--- src/rtl/irqu_pkg.sv ---
package irqu_pkg;
  localparam int PRIO_SEL_W = 4;

  typedef struct packed {
    logic                  wrReq;
    logic                  wrMode;
    logic                  wrPrio;
    logic [PRIO_SEL_W-1:0] prioSel;
  } regStrobe_t;
endpackage

--- src/rtl/irqu_ctrl.sv ---
module irqu_ctrl
  import irqu_pkg::*;
#(
  parameter int ADDR_W = 2
) (
  input  logic              regWrEn,
  input  logic [ADDR_W-1:0] regAddr,
  output regStrobe_t        strobe
);
  localparam logic [ADDR_W-1:0] REQ_ADDR  = ADDR_W'(0);
  localparam logic [ADDR_W-1:0] MODE_ADDR = ADDR_W'(1);
  localparam logic [ADDR_W-1:0] PRIO_BASE = ADDR_W'(2);

  always_comb begin
    strobe = '0;
    if (regWrEn) begin
      if (regAddr == REQ_ADDR) begin
        strobe.wrReq = 1'b1;
      end else if (regAddr == MODE_ADDR) begin
        strobe.wrMode = 1'b1;
      end else begin
        strobe.wrPrio  = 1'b1;
        strobe.prioSel = PRIO_SEL_W'(regAddr - PRIO_BASE);
      end
    end
  end
endmodule

--- src/rtl/irqu_datapath.sv ---
module irqu_datapath
  import irqu_pkg::*;
#(
  parameter int NUM_IRQ = 6,
  parameter int PRIO_W  = 4,
  parameter int DATA_W  = 16,
  parameter int ADDR_W  = 2
) (
  input  logic                      clk,
  input  logic                      rstN,
  input  logic [NUM_IRQ-1:0]        irqPinN,
  input  regStrobe_t                strobe,
  input  logic [ADDR_W-1:0]         regAddr,
  input  logic [DATA_W-1:0]         regWdata,
  output logic [DATA_W-1:0]         regRdata,
  output logic [NUM_IRQ-1:0]        reqBits,
  output logic [NUM_IRQ*PRIO_W-1:0] prioFlat
);
  localparam int FIELDS    = DATA_W / PRIO_W;
  localparam int PRIO_BASE = 2;

  logic [NUM_IRQ-1:0] syncA, syncB, syncPrev, edgeMode, reqReg;
  logic [NUM_IRQ-1:0] fallSeen, clrWrite;
  logic [PRIO_W-1:0]  prio [NUM_IRQ];

  // two-flop synchroniser plus previous-value flop, idle high
  always_ff @(posedge clk or negedge rstN) begin
    if (!rstN) begin
      syncA    <= '1;
      syncB    <= '1;
      syncPrev <= '1;
    end else begin
      syncA    <= irqPinN;
      syncB    <= syncA;
      syncPrev <= syncB;
    end
  end

  assign fallSeen = syncPrev & ~syncB;
  assign clrWrite = strobe.wrReq ? ~regWdata[NUM_IRQ-1:0] : '0;

  // request register: level bits track the pin, edge bits latch until cleared
  always_ff @(posedge clk or negedge rstN) begin
    if (!rstN) begin
      reqReg <= '0;
    end else begin
      for (int i = 0; i < NUM_IRQ; i++) begin
        if (!edgeMode[i])     reqReg[i] <= ~syncB[i];
        else if (fallSeen[i]) reqReg[i] <= 1'b1;
        else if (clrWrite[i]) reqReg[i] <= 1'b0;
      end
    end
  end

  always_ff @(posedge clk or negedge rstN) begin
    if (!rstN)              edgeMode <= '0;
    else if (strobe.wrMode) edgeMode <= regWdata[NUM_IRQ-1:0];
  end

  always_ff @(posedge clk or negedge rstN) begin
    if (!rstN) begin
      for (int i = 0; i < NUM_IRQ; i++) prio[i] <= '0;
    end else if (strobe.wrPrio) begin
      for (int i = 0; i < NUM_IRQ; i++) begin
        if (strobe.prioSel == PRIO_SEL_W'(i / FIELDS))
          prio[i] <= regWdata[(i % FIELDS)*PRIO_W +: PRIO_W];
      end
    end
  end

  always_comb begin
    regRdata = '0;
    if (regAddr == ADDR_W'(0)) begin
      regRdata[NUM_IRQ-1:0] = reqReg;
    end else if (regAddr == ADDR_W'(1)) begin
      regRdata[NUM_IRQ-1:0] = edgeMode;
    end else begin
      for (int i = 0; i < NUM_IRQ; i++) begin
        if (regAddr == ADDR_W'(PRIO_BASE + i / FIELDS))
          regRdata[(i % FIELDS)*PRIO_W +: PRIO_W] = prio[i];
      end
    end
  end

  always_comb begin
    for (int i = 0; i < NUM_IRQ; i++) prioFlat[i*PRIO_W +: PRIO_W] = prio[i];
  end

  assign reqBits = reqReg;

  generate
    for (genvar g = 0; g < NUM_IRQ; g++) begin : g_chk
      p_level_track_r3: assert property (@(posedge clk) disable iff (!rstN)
        !edgeMode[g] |=> reqReg[g] == !$past(syncB[g]));
      p_edge_latch_r4: assert property (@(posedge clk) disable iff (!rstN)
        edgeMode[g] && fallSeen[g] |=> reqReg[g]);
      p_edge_hold_r5: assert property (@(posedge clk) disable iff (!rstN)
        edgeMode[g] && reqReg[g] && !clrWrite[g] |=> reqReg[g]);
      p_edge_clear_r5: assert property (@(posedge clk) disable iff (!rstN)
        edgeMode[g] && clrWrite[g] && !fallSeen[g] |=> !reqReg[g]);
      p_edge_wins_r6: assert property (@(posedge clk) disable iff (!rstN)
        edgeMode[g] && clrWrite[g] && fallSeen[g] |=> reqReg[g]);
    end
  endgenerate
endmodule

--- src/rtl/irqu_arbiter.sv ---
module irqu_arbiter #(
  parameter int NUM_IRQ = 6,
  parameter int PRIO_W  = 4,
  localparam int IDX_W  = $clog2(NUM_IRQ)
) (
  input  logic                      clk,
  input  logic                      rstN,
  input  logic [NUM_IRQ-1:0]        reqBits,
  input  logic [NUM_IRQ*PRIO_W-1:0] prioFlat,
  output logic                      pendValid,
  output logic [PRIO_W-1:0]         pendLevel,
  output logic [IDX_W-1:0]          pendIndex
);
  logic [PRIO_W-1:0] curLvl;

  // strict compare keeps the earliest index on ties; level 0 never beats start
  always_comb begin
    pendLevel = '0;
    pendIndex = '0;
    curLvl    = '0;
    for (int i = 0; i < NUM_IRQ; i++) begin
      curLvl = prioFlat[i*PRIO_W +: PRIO_W];
      if (reqBits[i] && curLvl > pendLevel) begin
        pendLevel = curLvl;
        pendIndex = IDX_W'(i);
      end
    end
  end

  assign pendValid = pendLevel != '0;

  p_winner_pending_r9: assert property (@(posedge clk) disable iff (!rstN)
    pendValid |-> reqBits[pendIndex] &&
                  prioFlat[pendIndex*PRIO_W +: PRIO_W] == pendLevel);
  p_idle_when_none_r8: assert property (@(posedge clk) disable iff (!rstN)
    reqBits == '0 |-> !pendValid);
endmodule

--- src/rtl/irq_prio_unit.sv ---
module irq_prio_unit
  import irqu_pkg::*;
#(
  parameter int NUM_IRQ = 6,
  parameter int PRIO_W  = 4,
  parameter int DATA_W  = 16,
  parameter int ADDR_W  = 2,
  localparam int IDX_W  = $clog2(NUM_IRQ)
) (
  input  logic               clk,
  input  logic               rstN,
  input  logic [NUM_IRQ-1:0] irqPinN,
  input  logic               regWrEn,
  input  logic [ADDR_W-1:0]  regAddr,
  input  logic [DATA_W-1:0]  regWdata,
  output logic [DATA_W-1:0]  regRdata,
  output logic               pendValid,
  output logic [PRIO_W-1:0]  pendLevel,
  output logic [IDX_W-1:0]   pendIndex
);
  regStrobe_t                strobe;
  logic [NUM_IRQ-1:0]        reqBits;
  logic [NUM_IRQ*PRIO_W-1:0] prioFlat;

  irqu_ctrl #(.ADDR_W(ADDR_W)) u_ctrl (
    .regWrEn(regWrEn), .regAddr(regAddr), .strobe(strobe)
  );

  irqu_datapath #(
    .NUM_IRQ(NUM_IRQ), .PRIO_W(PRIO_W), .DATA_W(DATA_W), .ADDR_W(ADDR_W)
  ) u_dp (
    .clk(clk), .rstN(rstN), .irqPinN(irqPinN), .strobe(strobe),
    .regAddr(regAddr), .regWdata(regWdata), .regRdata(regRdata),
    .reqBits(reqBits), .prioFlat(prioFlat)
  );

  irqu_arbiter #(.NUM_IRQ(NUM_IRQ), .PRIO_W(PRIO_W)) u_arb (
    .clk(clk), .rstN(rstN), .reqBits(reqBits), .prioFlat(prioFlat),
    .pendValid(pendValid), .pendLevel(pendLevel), .pendIndex(pendIndex)
  );
endmodule

--- config.mk ---
export PLATFORM = sky130hd
export DESIGN_NAME = irq_prio_unit
export DESIGN_NICKNAME = d
export VERILOG_FILES = /design/src/rtl/irqu_pkg.sv /design/src/rtl/irqu_ctrl.sv /design/src/rtl/irqu_datapath.sv /design/src/rtl/irqu_arbiter.sv /design/src/rtl/irq_prio_unit.sv
export SDC_FILE = /design/constraint.sdc
export NUM_CORES = 1
export LEC_CHECK = 0
export ABC_AREA = 1
export BUFFER_PORTS_ARGS = -buffer_cell sky130_fd_sc_hd__clkbuf_2
export CAP_MARGIN = 20
export CORE_MARGIN = 1
export CORE_UTILIZATION = 35
export CTS_BUF_LIST = sky130_fd_sc_hd__clkbuf_8
export CTS_CLUSTER_DIAMETER = 40
export DETAILED_ROUTE_END_ITERATION = 8
export SYNTH_ARGS = -nofsm -noshare
export SYNTH_HDL_FRONTEND = slang
export SYNTH_SLANG_ARGS = --single-unit
--- constraint.sdc ---
create_clock -name clk -period 7.37 [get_ports clk]
set_input_delay 1.1055 -clock clk [delete_from_list [all_inputs] [get_ports clk]]
set_output_delay 1.1055 -clock clk [all_outputs]
set_load 0.05 [all_outputs]
==> results.sh <==
export IMPL_start_util=0.365
export IMPL_gp_congestion=0.818
export IMPL_antenna_found_initial=0
export IMPL_syn_nets=419
export IMPL_crit_arrival_ns=6.04
export IMPL_grt_overflow_total=0
export IMPL_tns_ns=0
export IMPL_rows=33
export IMPL_crit_buf_inv=7
export IMPL_whs_path_depth=0
export IMPL_vdd_drop_max_v=0.000175
export IMPL_nFillCells=799
export IMPL_syn_to_final_growth_pct=34.4
export IMPL_via_count=2705
export IMPL_ys_seq_area_frac=0.451
export IMPL_grt_pass1_wl_um=11700
export IMPL_dpl_cell_area_um2=3420
export IMPL_synthCells=374
export IMPL_die_y_um=95.3
export IMPL_drc=0
export IMPL_num_antenna_cells=0
export IMPL_maxCapViolCount=0
export IMPL_layout_commonest_cell="nand2_1"
export IMPL_drtIter0Drc=108
export IMPL_powerDensity_nw_per_um2=464
export IMPL_period_needed_ns=7.15
export IMPL_finalClockSkew_ns=0.00759
export IMPL_grt_max_degree=55
export IMPL_clock_sinks=54
export IMPL_final_antenna_net_count=0
export IMPL_via_per_inst=4.93
export IMPL_place_ws_ns=0.100
export IMPL_final_period_utilization=0.970
export IMPL_cp_end_kind="output pin"
export IMPL_required_ns=6.26
export IMPL_worstMarginPinSlew_ns=0.937
export IMPL_p_leak_nw=2.01
export IMPL_fin_util=0.491
export IMPL_crit_type="flip-flop to output pin"
export IMPL_reg2reg_from="u_dp.reqBits[0]"
export IMPL_cts_path_max_buffers=2
export IMPL_synth_seq_cells=54
export IMPL_setup_viol_count_final=0
export IMPL_ys_types=28
export IMPL_worst_path_largest_cell_delay_ns=0.49
export IMPL_clock_latency_ns=0.32
export IMPL_grt_pass1_vias=2449
export IMPL_hold_viol_final=0
export IMPL_cts_tree="built"
export IMPL_nNetsFinal=488
export IMPL_portBuffers=50
export IMPL_drive_gt1_frac=0.432
export IMPL_syn_area_um2=3050
export IMPL_start_kind="flip-flop"
export IMPL_min_from="u_dp.syncA[1]"
export IMPL_track_usage=0.169
export IMPL_routed_wl_um=8160
export IMPL_htreeDepth=2
export IMPL_crit_family="simple AND/OR/NAND/NOR gates"
export IMPL_r2r_cells=3
export IMPL_cts_made_buffers=5
export IMPL_cts_root_buffer="clkbuf_8"
export IMPL_rr_endpoint="u_dp.reqBits[0]"
export IMPL_status="complete, no violations"
export IMPL_syn_avg_cell_area_um2=8.15
export IMPL_min_path_type="flip-flop to flip-flop"
export IMPL_hpwl_um=5470
export IMPL_core_um2=8340
export IMPL_min_to="u_dp.syncB[1]"
export IMPL_maxSlewHeadroom=0.374
export IMPL_first_pass_iters=4
export IMPL_die_area_um2=9080
export IMPL_critPathMostFrequentCell="nand2_2"
export IMPL_slowest_stage="dfrtp_2"
export IMPL_rrSetupSlack_ns=6.43
export IMPL_fin_ws_ns=0.225
export IMPL_cp_max_fo=7
export IMPL_io_pins=51
export IMPL_ctsHoldBuffers=0
export IMPL_holdWs_ns=0.362
export IMPL_slew_violations=0
export IMPL_max_freq_mhz=140
export IMPL_fin_area_um2=4090
export IMPL_yosysWarnings=0
export IMPL_final_cell_mix="nand2_1, clkbuf_2, inv_1, dfrtp_1, o21ai_0"
export IMPL_wl_per_cell_um=14.9
export IMPL_clk_pin_slew_worst_paths_ns=0.11
export IMPL_die_w_um=95.3
metrics by stage:
stage	total power, mW	std cells
2_1_floorplan	1.09	374
3_3_place_gp	1.27	525
3_5_place_dp	1.28	525
4_1_cts	1.49	534
5_1_grt	2.03	549
6_report	1.90	549
cell families after synthesis:
logic type      after synthesis  synth area share
simple gates                176             0.274
compound gates               66             0.127
buf+inv                      60            0.0739
flops                        54             0.451
fa+ha+maj                    18            0.0739
Yosys cell counts:
cell type / number / area [um^2]
a21oi_1: 14 / 70.1
a22o_1: 1 / 8.76
and2_1: 1 / 6.26
buf_1: 1 / 3.75
clkbuf_1: 4 / 15.0
dfrtp_1: 36 / 901
dfstp_2: 18 / 473
ha_1: 18 / 225
inv_1: 53 / 199
inv_2: 2 / 7.51
nand2_1: 103 / 387
nand2_2: 3 / 18.8
nand2_4: 5 / 56.3
nand3_1: 16 / 80.1
nand3_2: 6 / 60.1
nand3_4: 1 / 17.5
nand4_1: 4 / 25.0
nor2_1: 30 / 113
nor2_2: 2 / 12.5
nor2_4: 3 / 33.8
nor2_8: 1 / 20.0
o2111ai_1: 4 / 35.0
o211ai_1: 6 / 45.0
o21a_1: 2 / 15.0
o21ai_0: 35 / 175
o21bai_1: 2 / 15.0
o21bai_2: 2 / 22.5
or2_2: 1 / 6.26
routing by layer:
metal | share of wire | global-route usage | wire, um | up-vias
met5 | 0 | 0 | 0 | -
met1 | 0.44 | 0.221 | 3590 | 1280
met4 | 0.017 | 0.0429 | 140 | 0
met3 | 0.044 | 0.0279 | 359 | 14
met2 | 0.50 | 0.290 | 4070 | 71
li1 | - | - | - | 1340
final cells by class:
type | instances | area (um^2) | area share
clock buffer | 5 | 68.8 | 0.0168
clock inverter | 3 | 28.8 | 0.00703
inverter | 55 | 214 | 0.0523
multi-input combinational | 261 | 1890 | 0.462
sequential | 54 | 1380 | 0.336
tap | 105 | 131 | 0.0321
timing repair buffer | 66 | 383 | 0.0935
worst max path at each step:
| stage | start | end | slack, ns | cells past startpoint |
|---|---|---|---|---|
| floorplan | u_dp.reqBits[0] | pendIndex[1] | 0.16 | 41 |
| global placement | u_dp.reqBits[0] | pendValid | 0.29 | 44 |
| detailed placement | u_dp.reqBits[0] | pendValid | 0.10 | 44 |
| CTS | u_dp.reqBits[0] | pendValid | 0.04 | 44 |
| global route | u_dp.reqBits[0] | pendValid | -0.17 | 45 |
| finish | u_dp.reqBits[0] | pendValid | 0.22 | 43 |
worst register-to-register path, cell delays in order (launching register included):
cell and delay [ns]:
dfrtp_2 0.49, buf_4 0.16, o211ai_1 0.08, o21ai_0 0.10
repair_timing:
action / CTS / global route
pin swaps: 1 / 52
setup endpoints to repair: 8 / 8
setup buffers: 1 / 14
cloned: 0 / 1
resized for setup: 7 / 102
registers in the layout (all words and copies together) (netlist names):
signal         count
u_dp.edgeMode      6
u_dp.syncA         6
u_dp.prioFlat     24
u_dp.syncPrev      6
u_dp.reqBits       6
u_dp.syncB         6
power by group:
group | internal, mW | total, mW | switching (mW) | leakage (nW)
Sequential | 0.336 | 0.381 | 0.0450 | 0.619
Combinational | 0.477 | 1.33 | 0.854 | 1.34
Clock | 0.0715 | 0.186 | 0.115 | 0.0506
Total | 0.885 | 1.90 | 1.01 | 2.01
Power figures use the tool's default switching activity.
